File: src/rtl/hist_pkg.sv
package hist_pkg;

  // Width of one sample lane in bits.
  localparam int unsigned SAMPLE_W = 8;

  // Width of the scale shift amount.
  localparam int unsigned SHAMT_W  = 3;

  // Compare/gating selection carried through stage 0.
  typedef struct packed {
    logic at_or_below;
    logic gated;
    logic zero_start;
  } hist_mode_t;

endpackage

File: src/rtl/hist_lane_cmp.sv
// One lane: scale by right shift, compare with the bin, apply the predicate.
module hist_lane_cmp
  import hist_pkg::*;
#(
  parameter int unsigned DATA_W = SAMPLE_W,
  parameter int unsigned SH_W   = SHAMT_W
) (
  input  logic [DATA_W-1:0] sample,
  input  logic [SH_W-1:0]   shamt,
  input  logic [DATA_W-1:0] bin_val,
  input  logic              at_or_below,
  input  logic              keep,
  output logic              hit
);

  logic [DATA_W-1:0] scaled;
  logic              eq_hit;
  logic              le_hit;

  always_comb begin
    scaled = sample >> shamt;
    eq_hit = (scaled == bin_val);
    le_hit = (scaled <= bin_val);
    hit    = keep & (at_or_below ? le_hit : eq_hit);
  end

endmodule

File: src/rtl/hist_sum_tree.sv
// Balanced binary adder tree over N leaves (N a power of two).
// Node k has children 2k+1 and 2k+2; leaves occupy nodes N-1 .. 2N-2.
module hist_sum_tree #(
  parameter int unsigned N  = 8,
  parameter int unsigned IW = 1,
  parameter int unsigned OW = 4
) (
  input  logic [N*IW-1:0] leaves,
  output logic [OW-1:0]   total
);

  localparam int unsigned NODES = 2 * N - 1;

  logic [OW-1:0] node [NODES];

  genvar gi;
  generate
    for (gi = 0; gi < N; gi++) begin : g_leaf
      assign node[N-1+gi] = OW'(leaves[gi*IW +: IW]);
    end
    for (gi = 0; gi < N - 1; gi++) begin : g_inner
      assign node[gi] = node[2*gi+1] + node[2*gi+2];
    end
  endgenerate

  assign total = node[0];

endmodule

File: src/rtl/hist_bin_counter.sv
// Histogram bin counter: per-lane compare, group partial sums registered,
// group sums reduced and registered. Result two edges after request.
module hist_bin_counter
  import hist_pkg::*;
#(
  parameter int unsigned LANES     = 64,
  parameter int unsigned BIN_W     = 6,
  parameter int unsigned GRP_LANES = 8
) (
  input  logic                            clk,
  input  logic                            rst_n,
  input  logic                            req_valid,
  input  logic [LANES*SAMPLE_W-1:0]       lane_data,
  input  logic [BIN_W-1:0]                bin_in,
  input  logic [SHAMT_W-1:0]              scale_shift,
  input  logic [LANES-1:0]                lane_gate,
  input  logic                            cmp_le,
  input  logic                            gate_en,
  input  logic                            bin_from_zero,
  output logic                            res_valid,
  output logic [$clog2(LANES):0]          hit_count,
  output logic [BIN_W-1:0]                next_bin
);

  localparam int unsigned CNT_W  = $clog2(LANES) + 1;
  localparam int unsigned NGRP   = LANES / GRP_LANES;
  localparam int unsigned PART_W = $clog2(GRP_LANES) + 1;
  localparam int unsigned PACK_W = NGRP * PART_W;

  // ---------------- stage 0: select bin, compare, group sums ----------------
  hist_mode_t            mode;
  logic [BIN_W-1:0]      cur_bin;
  logic [SAMPLE_W-1:0]   bin_ext;
  logic [LANES-1:0]      keep_vec;
  logic [LANES-1:0]      hit_vec;
  logic [PACK_W-1:0]     part_d;
  logic [BIN_W-1:0]      nbin_d;

  always_comb begin
    mode.at_or_below = cmp_le;
    mode.gated       = gate_en;
    mode.zero_start  = bin_from_zero;
    cur_bin          = mode.zero_start ? '0 : bin_in;
    bin_ext          = SAMPLE_W'(cur_bin);
    keep_vec         = mode.gated ? lane_gate : '1;
    nbin_d           = cur_bin + BIN_W'(1);
  end

  genvar li;
  generate
    for (li = 0; li < LANES; li++) begin : g_lane
      hist_lane_cmp #(
        .DATA_W (SAMPLE_W),
        .SH_W   (SHAMT_W)
      ) u_cmp (
        .sample      (lane_data[li*SAMPLE_W +: SAMPLE_W]),
        .shamt       (scale_shift),
        .bin_val     (bin_ext),
        .at_or_below (mode.at_or_below),
        .keep        (keep_vec[li]),
        .hit         (hit_vec[li])
      );
    end
  endgenerate

  genvar gg;
  generate
    for (gg = 0; gg < NGRP; gg++) begin : g_grp
      hist_sum_tree #(
        .N  (GRP_LANES),
        .IW (1),
        .OW (PART_W)
      ) u_part (
        .leaves (hit_vec[gg*GRP_LANES +: GRP_LANES]),
        .total  (part_d[gg*PART_W +: PART_W])
      );
    end
  endgenerate

  // ---------------- stage 1 registers ----------------
  logic              s1_valid_q;
  logic [PACK_W-1:0] s1_part_q;
  logic [BIN_W-1:0]  s1_nbin_q;
  logic              s1_en;

  assign s1_en = req_valid;

  always_ff @(posedge clk or negedge rst_n) begin
    if (!rst_n) begin
      s1_valid_q <= 1'b0;
    end else begin
      s1_valid_q <= req_valid;
    end
  end

  always_ff @(posedge clk or negedge rst_n) begin
    if (!rst_n) begin
      s1_part_q <= '0;
      s1_nbin_q <= '0;
    end else if (s1_en) begin
      s1_part_q <= part_d;
      s1_nbin_q <= nbin_d;
    end
  end

  // ---------------- stage 2: reduce group sums ----------------
  logic [CNT_W-1:0] total_d;

  hist_sum_tree #(
    .N  (NGRP),
    .IW (PART_W),
    .OW (CNT_W)
  ) u_final (
    .leaves (s1_part_q),
    .total  (total_d)
  );

  logic              out_valid_q;
  logic [CNT_W-1:0]  count_q;
  logic [BIN_W-1:0]  nbin_q;
  logic              s2_en;

  assign s2_en = s1_valid_q;

  always_ff @(posedge clk or negedge rst_n) begin
    if (!rst_n) begin
      out_valid_q <= 1'b0;
    end else begin
      out_valid_q <= s1_valid_q;
    end
  end

  always_ff @(posedge clk or negedge rst_n) begin
    if (!rst_n) begin
      count_q <= '0;
      nbin_q  <= '0;
    end else if (s2_en) begin
      count_q <= total_d;
      nbin_q  <= s1_nbin_q;
    end
  end

  assign res_valid = out_valid_q;
  assign hit_count = count_q;
  assign next_bin  = nbin_q;

endmodule

File: config.mk
export PLATFORM = sky130hd
export DESIGN_NAME = hist_bin_counter
export DESIGN_NICKNAME = d
export VERILOG_FILES = /design/src/rtl/hist_pkg.sv /design/src/rtl/hist_lane_cmp.sv /design/src/rtl/hist_sum_tree.sv /design/src/rtl/hist_bin_counter.sv
export SDC_FILE = /design/constraint.sdc
export NUM_CORES = 1
export LEC_CHECK = 0
export BUFFER_PORTS_ARGS = -buffer_cell sky130_fd_sc_hd__buf_2
export CELL_PAD_IN_SITES_DETAIL_PLACEMENT = 2
export CELL_PAD_IN_SITES_GLOBAL_PLACEMENT = 2
export CORE_MARGIN = 4
export CORE_UTILIZATION = 30
export DETAILED_ROUTE_END_ITERATION = 7
export PLACE_DENSITY = 0.92
export SYNTH_ARGS = -nofsm -noshare
export SYNTH_HDL_FRONTEND = slang
export SYNTH_SLANG_ARGS = --single-unit
File: constraint.sdc
create_clock -name clk -period 3.2 [get_ports clk]
set_input_delay 0.64 -clock clk [delete_from_list [all_inputs] [get_ports clk]]
set_output_delay 0.64 -clock clk [all_outputs]
set_load 0.005 [all_outputs]
==> impl_metrics.yaml <==
clock_network:
  cts.sink_count: 53
  h-tree-depth: 2
  hold_buffers: 0
  clock_latency_ps: 320
  cts_root_buf: "clkbuf_16"
  cts_tree: "built"
  cts_buffer_depth: 2
  numCtsBuffers: 5
  clk_pin_slew_ps: 90
sta:
  max_slew_margin: -0.242
  rsz0062_at_grt: "true"
  finalClockSkew_ps: 13.7
  fin_crit_ps: 6030
  hold_violations: 0
  finalCritPeriodShare: 1.89
  slew_viol_final: 13
  layout_setup_ws_ps: -2830
  finalSetupViolCount: 37
  max_freq_mhz: 166
  max_slew.worst_pin.slew_ps: 1810
grt:
  antenna_found_initial: 73
  grt_max_degree: 47
  overflow: 0
  grt_pass1_vias: 42058
  grt_pass1_wl_mm: 288
  track_usage: 0.408
flow_run:
  maxCapViolations: 7
worst_setup_path:
  endpoint_kind: "flip-flop"
  regToRegEndpoint: "hit_count[4]"
  critPathTopFamily: "adder cells"
  r2r_start: "s1_part_q[14]"
  crit_path_start_kind: "input port"
  critPathMaxFanout: 7
  cp.depth: 18
  r2r_slack_ps: -570
  cp_cell_sequence: "buf_16 -> buf_4 -> mux2i_2 -> buf_4 -> a211oi_1 -> ha_1 -> nand2_1 -> mux2i_4 -> o21bai_4 -> fa_1 -> fa_1 -> inv_2 -> fa_1 -> ha_2 -> inv_2 -> fa_2 -> xnor2_2 -> mux2_2"
  critPathRequiredTime_ps: 3420
  worst-r2r-cell-count: 9
  worstSetupPathType: "in2reg"
  arrival_ps: 6250
  max_stage_delay_ps: 1180
  path_buf_inv: 5
  cpMostUsedCell: "fa_1"
  slowest_stage: "a211oi_1"
floorplan:
  rows: 109
  core_area_sq_um: 88600
  die-area_sq_um: 94500
  ios: 605
  die_w_um: 307
  die_h_um: 307
  start_util: 0.303
route:
  first_pass_iters: 6
  vias_per_cell: 7.04
  drc: 0
  wl_per_cell_um: 42.8
  ant_nets: 0
  drt_iter0_drc: 4675
  wirelength_mm: 241
  vias: 39641
placed_design:
  dp_slack_ps: -2760
  port_buffers: 604
  gp_congestion: 0.905
  dp_hpwl_mm: 138
synthesis:
  yosys_warnings: 0
  synth_cells: 3283
  synth_fp_nets: 4345
  syn_area_sq_um: 26900
  synth_cell_types: 42
  synth.yosys.seq_area_share: 0.0493
  avgSynthCellArea_sq_um: 8.19
  ys_seq_elements: 53
power_and_ir_drop:
  p_sw_uw: 9200
  p_comb_frac: 0.894
  power_uw: 17200
  intPower_uw: 7980
  clkPwrFrac: 0.037
  seqPwrFrac: 0.068
  vdd_ir_drop_max_mv: 0.941
  p_sw_frac: 0.536
  p_per_area_nw_per_um2: 418
  p_leak_uw: 0.0190
final_layout:
  nFillCells: 9380
  syn2layout_area_growth_pct: 52.7
  drive_gt1_frac: 0.465
  fin_util: 0.463
  final_nets: 5478
status:
  failed_checks: "max-capacitance violations, max-slew violations, negative setup slack"
  status: "complete, but fails checks"
min_path:
  hp-class: "in2async"
cells in the final DEF, fill, tap and decap left out, types with 53 or more instances in the layout:
cell type | synthesis | routed
mux4_2 | 64 | 64
buf_2 | 96 | 601
inv_1 | 100 | 79
o22ai_1 | 183 | 154
a21oi_1 | 368 | 300
ha_1 | 416 | 348
a21oi_2 | 0 | 55
mux2i_2 | 0 | 53
ha_4 | 0 | 64
nor2_1 | 207 | 197
a211oi_1 | 138 | 107
and2_1 | 64 | 64
nand2_1 | 152 | 143
buf_4 | 8 | 605
nor2b_1 | 141 | 115
nand4_1 | 64 | 64
buf_12 | 0 | 65
mux2_2 | 133 | 114
mux2i_1 | 509 | 419
o21ai_0 | 134 | 84
cells in the mapped netlist, drive strengths merged:
master / instances / area share
nor2: 208 / 0.029
o22ai: 183 / 0.043
or2: 1 / 0.00023
o221ai: 6 / 0.0020
o221a: 5 / 0.0021
o22a: 1 / 0.00033
xor2: 2 / 0.00065
nor2b: 141 / 0.033
nand2b: 50 / 0.012
a221oi: 4 / 0.0013
o31ai: 1 / 0.00028
and3: 4 / 0.00093
dfrtp: 53 / 0.049
xnor2: 12 / 0.0039
a211oi: 138 / 0.039
o2bb2ai: 8 / 0.0026
nand4: 64 / 0.015
nor3: 60 / 0.011
inv: 102 / 0.014
nand3: 6 / 0.0011
nand2: 152 / 0.021
a21o: 10 / 0.0028
fa: 55 / 0.041
o21ai: 134 / 0.025
mux4: 64 / 0.054
o211ai: 21 / 0.0059
clkinv: 2 / 0.00028
buf: 152 / 0.036
o21bai: 28 / 0.0078
clkbuf: 87 / 0.012
mux2i: 509 / 0.19
a211o: 39 / 0.013
mux2: 133 / 0.056
and2: 64 / 0.015
a21oi: 368 / 0.068
ha: 416 / 0.19
per-layer routing:
metal  wire length, um  part of all wire  up-vias  GRT usage
met5               265            0.0011        -    0.00506
met1             78800              0.33    19252      0.405
met4             29100              0.12       26      0.370
li1                  -                 -    14798          -
met3             28900              0.12     2021      0.129
met2            104000              0.43     3544      0.683
layout make-up:
type                    count  area (sq um)  share of cell area
multi-input cells        2887         27000               0.659
repair buffers           1364         10500               0.256
well taps                1165          1460              0.0355
flip-flops and latches     53          1330              0.0324
inverters                 104           423              0.0103
clock buffers               7           153             0.00372
diodes                     49           123             0.00299
repair inverters            1          8.76            0.000213
clock inverters             1          5.00            0.000122
power by group through the flow:
stage	combinational (uW)	clock, uW	sequential [uW]
2_1_floorplan	6680	0	1050
6_report	15400	643	1180
3_3_place_gp	10300	0	1160
3_5_place_dp	11600	0	1170
4_1_cts	12900	657	1160
5_1_grt	16200	677	1190
how the worst max path moves through the flow:
stage / start / end
6_report: scale_shift[1] / s1_part_q[2]
5_1_grt: scale_shift[0] / s1_part_q[29]
4_1_cts: scale_shift[1] / s1_part_q[6]
3_5_place_dp: scale_shift[1] / s1_part_q[10]
3_3_place_gp: scale_shift[1] / s1_part_q[2]
2_1_floorplan: bin_in[1] / s1_part_q[18]
stage by stage:
stage | hold slack (ps) | cells | TNS, ps | cell area [sq um]
global placement | 470 | 5420 | -65580 | 35500
finish | 442 | 5631 | -75640 | 41100
floorplan | 344 | 3283 | -54940 | 27000
CTS | 432 | 5516 | -46290 | 38900
detailed placement | 499 | 5420 | -76920 | 35500
global route | 459 | 5614 | -77440 | 41000
sequential cells by signal, indices dropped and copies added, names as in the netlist:
name and flops:
hit_count 7, next_bin 6, res_valid 1, s1_nbin_q 6, s1_part_q 32, s1_valid_q 1
logic make-up (layout without fill, tap and decap cells):
logic type      after synthesis  after routing  share of synthesized area
simple gates                750            750                      0.138
compound gates              946            946                      0.212
xor+xnor                     14             14                    0.00456
buf+inv                     343           1477                     0.0627
other cells                   0             49                          0
fa+ha+maj                   471            471                      0.234
mux                         706            706                      0.299
flops                        53             53                     0.0493
timing repair:
action	4_1_cts	5_1_grt
gates cloned	19	5
endpoints found under the setup margin	37	37
buffers inserted	69	64
pin swaps	134	106
gates resized for setup	480	273
worst register-to-register path, stage by stage (launching register included):
cell and delay [ps]:
dfrtp_1 490, fa_1 490, fa_1 580, fa_1 470, fa_2 580, ha_4 140
inv_2 40, fa_2 360, xnor2_1 180, mux2_2 300
Power figures use the tool's default switching activity.
